File: config.mk
export PLATFORM = sky130hd
export DESIGN_NAME = br_merge
export DESIGN_NICKNAME = d
export VERILOG_FILES = /design/src/rtl/br_merge_pkg.sv /design/src/rtl/br_merge_arb.sv /design/src/rtl/br_merge_addr.sv /design/src/rtl/br_merge_host.sv /design/src/rtl/br_merge.sv
export SDC_FILE = /design/constraint.sdc
export NUM_CORES = 1
export LEC_CHECK = 0
export BUFFER_PORTS_ARGS = -buffer_cell sky130_fd_sc_hd__buf_4
export CAP_MARGIN = 20
export CORE_ASPECT_RATIO = 0.6
export CORE_MARGIN = 2
export CORE_UTILIZATION = 60
export CTS_BUF_LIST = sky130_fd_sc_hd__clkbuf_16
export DETAILED_ROUTE_END_ITERATION = 7
export PLACE_DENSITY = 0.85
export SLEW_MARGIN = 20
export SYNTH_ARGS = -nofsm -noshare
export SYNTH_HDL_FRONTEND = slang
export SYNTH_SLANG_ARGS = --single-unit
File: constraint.sdc
create_clock -name clk -period 8.45 [get_ports clk]
set_clock_uncertainty 0.2 [all_clocks]
set_input_delay 0.845 -clock clk [delete_from_list [all_inputs] [get_ports clk]]
set_output_delay 0.845 -clock clk [all_outputs]
set_load 0.01 [all_outputs]
File: src/rtl/br_merge_pkg.sv
package br_merge_pkg;
    typedef enum logic [1:0] {
        ST_IDLE = 2'd0,
        ST_RUN  = 2'd1,
        ST_DONE = 2'd2
    } run_st_e;
endpackage

File: src/rtl/br_merge_arb.sv
// Round-robin picker: first requester at or after the rotating pointer.
module br_merge_arb #(
    parameter int NUM_BR = 5,
    localparam int IDX_W = $clog2(NUM_BR)
) (
    input  logic              clk,
    input  logic              rst_n,
    input  logic [NUM_BR-1:0] req,
    output logic [NUM_BR-1:0] gnt,
    output logic [IDX_W-1:0]  gnt_idx,
    output logic              any
);
    typedef struct packed {
        logic [IDX_W-1:0] ptr;
    } arb_st_t;

    arb_st_t q, d;

    always_comb begin
        d       = q;
        any     = 1'b0;
        gnt_idx = '0;
        gnt     = '0;
        for (int k = 0; k < NUM_BR; k++) begin
            int c;
            c = int'(q.ptr) + k;
            if (c >= NUM_BR) c = c - NUM_BR;
            if (!any && req[c]) begin
                any     = 1'b1;
                gnt_idx = IDX_W'(c);
            end
        end
        if (any) begin
            gnt[gnt_idx] = 1'b1;
            d.ptr = (int'(gnt_idx) == NUM_BR - 1) ? '0 : gnt_idx + 1'b1;
        end
    end

    always_ff @(posedge clk) begin
        if (!rst_n) q <= '0;
        else        q <= d;
    end
endmodule

File: src/rtl/br_merge_addr.sv
// Per-branch region bases and running address counters.
module br_merge_addr #(
    parameter int NUM_BR = 5,
    parameter int ADDR_W = 12,
    localparam int IDX_W = $clog2(NUM_BR)
) (
    input  logic              clk,
    input  logic              rst_n,
    input  logic              cfg_we,
    input  logic [IDX_W-1:0]  cfg_idx,
    input  logic [ADDR_W-1:0] cfg_base,
    input  logic              load,
    input  logic              inc,
    input  logic [IDX_W-1:0]  sel_idx,
    output logic [ADDR_W-1:0] sel_addr
);
    typedef struct packed {
        logic [NUM_BR-1:0][ADDR_W-1:0] base;
        logic [NUM_BR-1:0][ADDR_W-1:0] cnt;
    } addr_st_t;

    addr_st_t q, d;

    always_comb begin
        d = q;
        for (int i = 0; i < NUM_BR; i++) begin
            if (load) begin
                d.cnt[i] = q.base[i];
            end else if (inc && int'(sel_idx) == i) begin
                d.cnt[i] = q.cnt[i] + 1'b1;
            end
            if (cfg_we && int'(cfg_idx) == i) begin
                d.base[i] = cfg_base;
            end
        end
        sel_addr = '0;
        for (int i = 0; i < NUM_BR; i++) begin
            if (int'(sel_idx) == i) sel_addr = q.cnt[i];
        end
    end

    always_ff @(posedge clk) begin
        if (!rst_n) q <= '0;
        else        q <= d;
    end
endmodule

File: src/rtl/br_merge_host.sv
// Host read gate: refuses reads aimed at the processor being filled.
module br_merge_host #(
    parameter int CPU_W  = 2,
    parameter int ADDR_W = 12
) (
    input  logic              clk,
    input  logic              rst_n,
    input  logic              active,
    input  logic [CPU_W-1:0]  tgt,
    input  logic              hr_req,
    input  logic [CPU_W-1:0]  hr_cpu,
    input  logic [ADDR_W-1:0] hr_addr,
    output logic              hm_en,
    output logic [CPU_W-1:0]  hm_cpu,
    output logic [ADDR_W-1:0] hm_addr,
    output logic              hr_err
);
    typedef struct packed {
        logic              en;
        logic              err;
        logic [CPU_W-1:0]  cpu;
        logic [ADDR_W-1:0] addr;
    } host_st_t;

    host_st_t q, d;
    logic     clash;

    always_comb begin
        d     = q;
        clash = active && (hr_cpu == tgt);
        d.en  = hr_req && !clash;
        d.err = hr_req && clash;
        if (hr_req && !clash) begin
            d.cpu  = hr_cpu;
            d.addr = hr_addr;
        end
    end

    always_ff @(posedge clk) begin
        if (!rst_n) q <= '0;
        else        q <= d;
    end

    assign hm_en   = q.en;
    assign hr_err  = q.err;
    assign hm_cpu  = q.cpu;
    assign hm_addr = q.addr;
endmodule

File: src/rtl/br_merge.sv
module br_merge
    import br_merge_pkg::*;
#(
    parameter int NUM_BR   = 5,
    parameter int DATA_W   = 16,
    parameter int ADDR_W   = 12,
    parameter int NUM_CPU  = 3,
    parameter int SLOT_CYC = 4,
    localparam int IDX_W   = $clog2(NUM_BR),
    localparam int CPU_W   = $clog2(NUM_CPU),
    localparam int SLOT_W  = $clog2(SLOT_CYC + 1)
) (
    input  logic                     clk,
    input  logic                     rst_n,
    input  logic                     cfg_we,
    input  logic [IDX_W-1:0]         cfg_idx,
    input  logic [ADDR_W-1:0]        cfg_base,
    input  logic                     start,
    input  logic [CPU_W-1:0]         start_cpu,
    input  logic                     evt_ack,
    input  logic [NUM_BR-1:0]        br_valid,
    input  logic [NUM_BR*DATA_W-1:0] br_data,
    input  logic [NUM_BR-1:0]        br_last,
    output logic [NUM_BR-1:0]        br_ready,
    output logic                     wr_en,
    output logic [CPU_W-1:0]         wr_cpu,
    output logic [ADDR_W-1:0]        wr_addr,
    output logic [DATA_W-1:0]        wr_data,
    output logic                     busy,
    output logic                     evt_done,
    output logic [NUM_BR-1:0]        done_mask,
    input  logic                     hr_req,
    input  logic [CPU_W-1:0]         hr_cpu,
    input  logic [ADDR_W-1:0]        hr_addr,
    output logic                     hm_en,
    output logic [CPU_W-1:0]         hm_cpu,
    output logic [ADDR_W-1:0]        hm_addr,
    output logic                     hr_err
);
    typedef struct packed {
        run_st_e           st;
        logic [CPU_W-1:0]  tgt;
        logic [NUM_BR-1:0] done;
        logic [SLOT_W-1:0] slot;
        logic              wr_en;
        logic [CPU_W-1:0]  wr_cpu;
        logic [ADDR_W-1:0] wr_addr;
        logic [DATA_W-1:0] wr_data;
    } top_st_t;

    top_st_t q, d;

    logic              slot_free;
    logic [NUM_BR-1:0] req;
    logic [NUM_BR-1:0] gnt;
    logic [IDX_W-1:0]  gidx;
    logic              xfer;
    logic [ADDR_W-1:0] cur_addr;
    logic              evt_load;

    assign slot_free = (q.st == ST_RUN) && (q.slot == '0);
    assign req       = br_valid & ~q.done & {NUM_BR{slot_free}};
    assign evt_load  = (q.st == ST_IDLE) && start;

    br_merge_arb #(.NUM_BR(NUM_BR)) i_arb (
        .clk     (clk),
        .rst_n   (rst_n),
        .req     (req),
        .gnt     (gnt),
        .gnt_idx (gidx),
        .any     (xfer)
    );

    br_merge_addr #(.NUM_BR(NUM_BR), .ADDR_W(ADDR_W)) i_addr (
        .clk      (clk),
        .rst_n    (rst_n),
        .cfg_we   (cfg_we && (q.st == ST_IDLE)),
        .cfg_idx  (cfg_idx),
        .cfg_base (cfg_base),
        .load     (evt_load),
        .inc      (xfer),
        .sel_idx  (gidx),
        .sel_addr (cur_addr)
    );

    br_merge_host #(.CPU_W(CPU_W), .ADDR_W(ADDR_W)) i_host (
        .clk     (clk),
        .rst_n   (rst_n),
        .active  (q.st == ST_RUN),
        .tgt     (q.tgt),
        .hr_req  (hr_req),
        .hr_cpu  (hr_cpu),
        .hr_addr (hr_addr),
        .hm_en   (hm_en),
        .hm_cpu  (hm_cpu),
        .hm_addr (hm_addr),
        .hr_err  (hr_err)
    );

    always_comb begin
        d       = q;
        d.wr_en = 1'b0;
        if (q.slot != '0) d.slot = q.slot - 1'b1;
        case (q.st)
            ST_IDLE: begin
                if (start) begin
                    d.st   = ST_RUN;
                    d.tgt  = start_cpu;
                    d.done = '0;
                end
            end
            ST_RUN: begin
                if (xfer) begin
                    d.slot    = SLOT_W'(SLOT_CYC - 1);
                    d.wr_en   = 1'b1;
                    d.wr_cpu  = q.tgt;
                    d.wr_addr = cur_addr;
                    d.wr_data = br_data[int'(gidx)*DATA_W +: DATA_W];
                    if (br_last[gidx]) d.done[gidx] = 1'b1;
                    if (&d.done) d.st = ST_DONE;
                end
            end
            ST_DONE: begin
                if (evt_ack) d.st = ST_IDLE;
            end
            default: d.st = ST_IDLE;
        endcase
    end

    always_ff @(posedge clk) begin
        if (!rst_n) q <= '0;
        else        q <= d;
    end

    assign br_ready  = gnt;
    assign wr_en     = q.wr_en;
    assign wr_cpu    = q.wr_cpu;
    assign wr_addr   = q.wr_addr;
    assign wr_data   = q.wr_data;
    assign busy      = (q.st == ST_RUN);
    assign evt_done  = (q.st == ST_DONE);
    assign done_mask = q.done;
endmodule

Word level (Yosys, flattened, before mapping)
Index checks and enable logic that the tools add are counted.

storage, ports and cells
  flip-flop bits (word level) = 182
  bits of input ports = 127
  output and inout port bits = 59
  word-level logic and storage cells = 177

cells by class
  $add $sub $neg = 16
  $lt $le $gt $ge = 12
  eq/ne operators = 15
  shifts and indexed selects = 1
  muxes and demuxes = 63
  bitwise gates (word level) = 4
  reduce and logical (&&, ||, !) cells = 43

operators by type and width
  cell                                                                    count
  12-bit two-way mux                                                      15
  32-bit by 5-bit < comparator with 1-bit output, second input constant   5
  32-bit two-way mux                                                      5
  32-bit by 4-bit >= comparator with 1-bit output, second input constant  4
  32-bit by 4-bit subtractor with 32-bit output, second input constant    4
  80-bit by 8-bit indexed part select with 16-bit output                  1
  12-bit by 1-bit adder with 12-bit output, second input constant         5
  39-bit two-way mux                                                      1
  34-bit two-way mux                                                      1
  1-bit logical AND                                                       21
  3-bit two-way mux                                                       7
  5-bit two-way mux                                                       4
  1-bit binary-select mux with 3-bit select                               6
  3-bit equality test, second input constant                              6
  1-bit two-way mux                                                       17
  2-bit nonzero test                                                      6
  5-bit AND                                                               2
  5-bit one-hot mux with 2 select lines                                   1
  3-bit zero test                                                         3
  9-bit two-way mux                                                       1
  3-bit by 2-bit adder with 4-bit output, second input constant           2
  2-bit != test, second input constant                                    4
  3-bit by 2-bit equality test with 1-bit output, second input constant   2
  2-bit two-way mux                                                       3
  other kinds (22)                                                        28

Logic depth before layout (Yosys ltp)
  depth in word-level cells = 31
  mapped depth = 22

Cells and area by module
From an unflattened synthesis, not the netlist that was laid out.

unflattened totals
  cells, all modules = 1306
  area, all modules = 10954.3 um2

by module, submodules not included
  module         instances  cells each  area an instance (um2)  seq. area each (um2)
  br_merge_addr  1          725         5992.0                  2402.3
  br_merge       1          290         2537.4                  860.8
  br_merge_arb   1          181         1438.9                  60.1
  br_merge_host  1          110         985.9                   320.3

Worst setup path after synthesis
Ideal clock, no wire load.

  path kind = reg2reg
  start = register i_arb.q[0] (netlist name)
  end = register i_addr.q[11] (netlist name)
  setup time = 0.132 ns
  data arrival time = 4.566 ns
  required time = 8.118 ns
  setup slack = 3.552 ns
  cell stages (with the launch flop) = 22
  path buffers = 2
  clock period less this slack = 4.898 ns
  cells stage by stage = dfxtp_1 buf_4 inv_2 ha_1 inv_1 fa_1 a21oi_2 mux2i_1 nor4b_1 a311oi_1 o21ai_1 a31oi_1 o21bai_4 inv_2 clkbuf_1 ha_1 inv_1 a2111oi_4 nand4_1 nor3_1 xnor2_1 a21oi_1

between the ends
  longest elaborated chain between the ends = 21
  elaborated cells on any way between the ends = 55
  classes of those cells = 9 x add/sub; 5 x order compare; 30 x mux; 11 x reduce/logical

ends and longest elaborated chain
  what                                                                                    RTL line             text
  from (decl)                                                                             br_merge_arb.sv:17   arb_st_t q, d;
  from (signal assigned)                                                                  br_merge_arb.sv:40   if (!rst_n) q <= '0;
  from (signal assigned)                                                                  br_merge_arb.sv:41   else q <= d;
  branches (longest 19 deep; another with 32-bit by 4-bit subtractor with 32-bit output)  n/a
  1-bit logical AND *                                                                     br_merge_addr.sv:29  end else if (inc && int'(sel_idx) == i) begin
  2-bit nonzero test (no source line) *                                                   n/a
  to (signal assigned)                                                                    br_merge_addr.sv:43  if (!rst_n) q <= '0;
  to (signal assigned)                                                                    br_merge_addr.sv:44  else q <= d;
  to (decl)                                                                               br_merge_addr.sv:22  addr_st_t q, d;

Every way passes the cells marked *. The select of a mux whose other input is x is not followed.
A chain may end at the register's enable or synchronous reset.

Worst setup path in the final report
  start = register i_arb.q[0] (netlist name)
  end = register i_addr.q[5] (netlist name)

The elaborated chain is that of the path after synthesis.

==> results.yml <==
status:
  status: "finished clean"
floorplan:
  dieHeight_microns: 104
  floorplan.die.width_microns: 171
  start_util_pct: 61.6
  io-pin-count: 186
  row_count: 36
  floorplan.core_area_sq_mm: 0.0163
  design.die.area_sq_mm: 0.0178
clock_network:
  clock-root-buffer: "sky130_fd_sc_hd__clkbuf_16"
  cts_resized: 0
  path_clk_slew_ps: 70
  worstSkewPairLatency_ps: 430
  tritoncts: "yes"
  cts_max_level: 4
  post_cts_buffers: 0
  hold_buffers: 0
  cts_made_buffers: 17
  clockBufferDepth: 2
  tritoncts_num_sinks: 182
global_routing:
  first_pass_grt_wire_length_microns: 48100
  grt_total_ovfl: 0
  global_route.usage.total_pct: 34.4
  grt_pass1_vias: 8901
  grt_max_degree: 96
  grt_antenna_before_repair: 1
worst_setup_path:
  critPathLaunchType: "register"
  worstReg2RegStart: "i_arb.q[0]"
  arrival_ps: 6500
  r2r-end: "i_addr.q[5]"
  required_ps: 8540
  setup.reg_to_reg.worst_slack_ps: 2040
  setup.worst_path.start: "i_arb.q[0]"
  worstRegToRegCells: 18
  category_of_the_critical_setup_timing_path: "reg2reg"
  largest_fanout_on_the_critical_path: 42
  critPathCaptureType: "register"
synthesis:
  netlist_top_cells_area: "sky130_fd_sc_hd__dfxtp_1 (36%), sky130_fd_sc_hd__nand2_1 (6.0%), sky130_fd_sc_hd__mux2i_1 (5.9%)"
  synth_area_sq_mm: 0.0100
  ys_types: 76
  ys_warn_count: 0
  synth.largest_area_cell: "sky130_fd_sc_hd__dfxtp_1"
  postSynthCellCount: 1210
  synth_seq_cells: 182
  syn-mean-instance-area_sq_um: 8.30
  synth_seq_area_share_pct: 36.3
  postSynth.asyncResetShare_pct: 0
  post_synth_edffs: 0
  synth_top_cell_area_share_pct: 36.3
  number_of_nets_in_the_synthesized_netlist: 1355
  most_instantiated_flip_flop_cell_in_the_synthesis_netlist: "sky130_fd_sc_hd__dfxtp_1"
timing:
  finalHoldViolations: 0
  finalSetupViolations: 0
  maxClockFrequency_ghz: 0.156
  hold_ws_ps: 258
  max_slew.worst_pin.slew_ps: 1100
  post-route-min-period_ps: 6410
  worst_slew_margin_rel_pct: 26.3
  layout_worst_path_cycle_share_pct: 75.8
  fin_setup_tns_ps: 0
  timing_max_transition_violations_final: 0
  grt_setup_unrepaired: "no"
  fin_ws_ps: 2040
detailed_routing:
  vias: 9729
  detail_route.first_pass.iterations: 5
  drt-initial-drc-count: 1143
  antenna_violating_nets_post_route: 0
  drc: 0
  detailed_route_wl_microns: 31100
  via_cell_ratio: 6.27
  route.detailed.wl_per_inst_microns: 20.0
power_and_ir_drop:
  vdd.ir_drop.worst_v: 0.000358
  static_leakage_nw: 4.79
  power-per-cell-area_mw_per_mm2: 358
  total_power_mw: 4.22
finish:
  final_core_util_pct: 72.2
  layoutNonFillerInstCount: 1552
  antenna_cells: 0
  finish.net_count: 1457
  filler_cell_count_in_the_final_layout: 1288
  multi_input_comb_area_sq_mm: 0.00573
  share_of_cells_above_drive_strength_1_pct: 21.8
  postLayoutCellArea_sq_mm: 0.0118
  area_growth_syn_to_layout_pct: 17.1
  layout.area.seq_sq_mm: 0.00364
min_path:
  hold_path_startpoint: "wr_cpu[1]"
  timing.hold.worst_endpoint: "wr_cpu[1]"
  hold_path.class: "reg2reg"
  min_path_cells: 2
placed_design:
  port-buffer-count: 185
  dpl_cell_area_sq_mm: 0.0112
  hpwl_microns: 22500
  dpl.cell_count: 1521
  dp_worst_setup_slack_ps: 2390
  gp_congestion: 1.03
flow_run:
  drv.max_cap_violation_count: 0
registers in the layout, summed over array words and instances (netlist names):
register,count
i_addr.q,120
wr_data,16
i_host.hm_addr,12
wr_addr,12
q,7
done_mask,5
i_arb.q,3
i_host.hm_cpu,2
wr_cpu,2
i_host.hm_en,1
i_host.hr_err,1
wr_en,1
synth_stat cells (all sizes together) (16+ instances only):
cell type and n:
dfxtp 182, nand2 162, nor2 112, a21oi 76
o21ai 71, buf 64, mux2i 60, clkbuf 45
nor3 37, a211oi 35, a31oi 35, xnor2 29
or3 26, nand3 25, inv 21, o211ai 19
and3 18, ha 17, mux2 17, a221oi 16
nand4 16, xor2 16
how the worst max path moves through the flow:
stage,end
2_1_floorplan,i_addr.q[11]
3_3_place_gp,i_addr.q[11]
3_5_place_dp,i_addr.q[9]
4_1_cts,br_ready[2]
5_1_grt,i_addr.q[5]
6_report,i_addr.q[5]
final cells by class:
type | instances | area share, %
Multi-Input combinational cell | 898 | 48.7
Sequential cell | 182 | 31.0
Timing Repair Buffer | 192 | 12.3
Clock buffer | 17 | 3.62
Tap cell | 228 | 2.42
Clock inverter | 14 | 1.37
Inverter | 21 | 0.681
power by group:
group          total (mW)  internal [mW]  switching, mW
logic                2.36          0.832           1.53
registers            1.07          0.965          0.105
clock network       0.784          0.395          0.389
cells by family (layout without fill, tap and decap cells):
kind of cell	after synthesis	count (layout)	share of synthesized area, %
AO/OA/AOI/OAI	307	307	21.4
XOR/XNOR	45	45	3.92
adder cells (fa/ha/maj)	18	18	2.32
buffers and inverters	130	244	6.79
flip-flops	182	182	36.3
multiplexers	77	77	7.92
AND/OR/NAND/NOR	451	451	21.3
routing by layer:
layer / global-route usage [%] / vias to the layer above / part of all wire, %
met1: 49.7 / 4584 / 44
met5: 0 / - / 0
met4: 8.72 / 0 / 2.0
li1: - / 4537 / -
met2: 49.5 / 556 / 42
met3: 10.9 / 52 / 12
worst max-delay path: stages (launching register included):
cell                        delay [ps]
sky130_fd_sc_hd__dfxtp_1           630
sky130_fd_sc_hd__inv_2             230
sky130_fd_sc_hd__ha_1              670
sky130_fd_sc_hd__inv_1             250
sky130_fd_sc_hd__mux2i_1           360
sky130_fd_sc_hd__nor4b_1           120
sky130_fd_sc_hd__a311oi_1          580
sky130_fd_sc_hd__o21ai_1           200
sky130_fd_sc_hd__o211ai_1          210
sky130_fd_sc_hd__a31oi_4           110
sky130_fd_sc_hd__buf_4             280
sky130_fd_sc_hd__inv_2             280
sky130_fd_sc_hd__ha_1              260
sky130_fd_sc_hd__inv_1             150
sky130_fd_sc_hd__a2111oi_4         600
sky130_fd_sc_hd__nand4_1           450
sky130_fd_sc_hd__nor3_1            390
sky130_fd_sc_hd__xnor2_1           170
sky130_fd_sc_hd__a21oi_1            80
layout by cell type, fill, tap and decap left out, drive strengths merged, types with 4 or more instances in the layout:
| cell type | Yosys | layout |
|---|---|---|
| dfxtp | 182 | 182 |
| nor3 | 37 | 37 |
| nor2b | 10 | 10 |
| xor2 | 16 | 16 |
| o31ai | 13 | 13 |
| nor2 | 112 | 112 |
| and2 | 6 | 6 |
| mux2 | 17 | 17 |
| nand2b | 5 | 5 |
| clkinv | 0 | 10 |
| o21ai | 71 | 71 |
| xnor2 | 29 | 29 |
| a211oi | 35 | 35 |
| nand2 | 162 | 162 |
| and3 | 18 | 18 |
| a21oi | 76 | 76 |
| o211ai | 19 | 19 |
| ha | 17 | 17 |
| nor3b | 6 | 6 |
| inv | 21 | 24 |
| clkbuf | 45 | 17 |
| buf | 64 | 192 |
| or3 | 26 | 26 |
| or2 | 8 | 8 |
| a31oi | 35 | 35 |
| a221oi | 16 | 16 |
| nand4 | 16 | 16 |
| mux2i | 60 | 60 |
| nand3b | 5 | 5 |
| a311oi | 9 | 9 |
| nor4 | 4 | 4 |
| nand3 | 25 | 25 |
(Power assumes the default switching activity.)
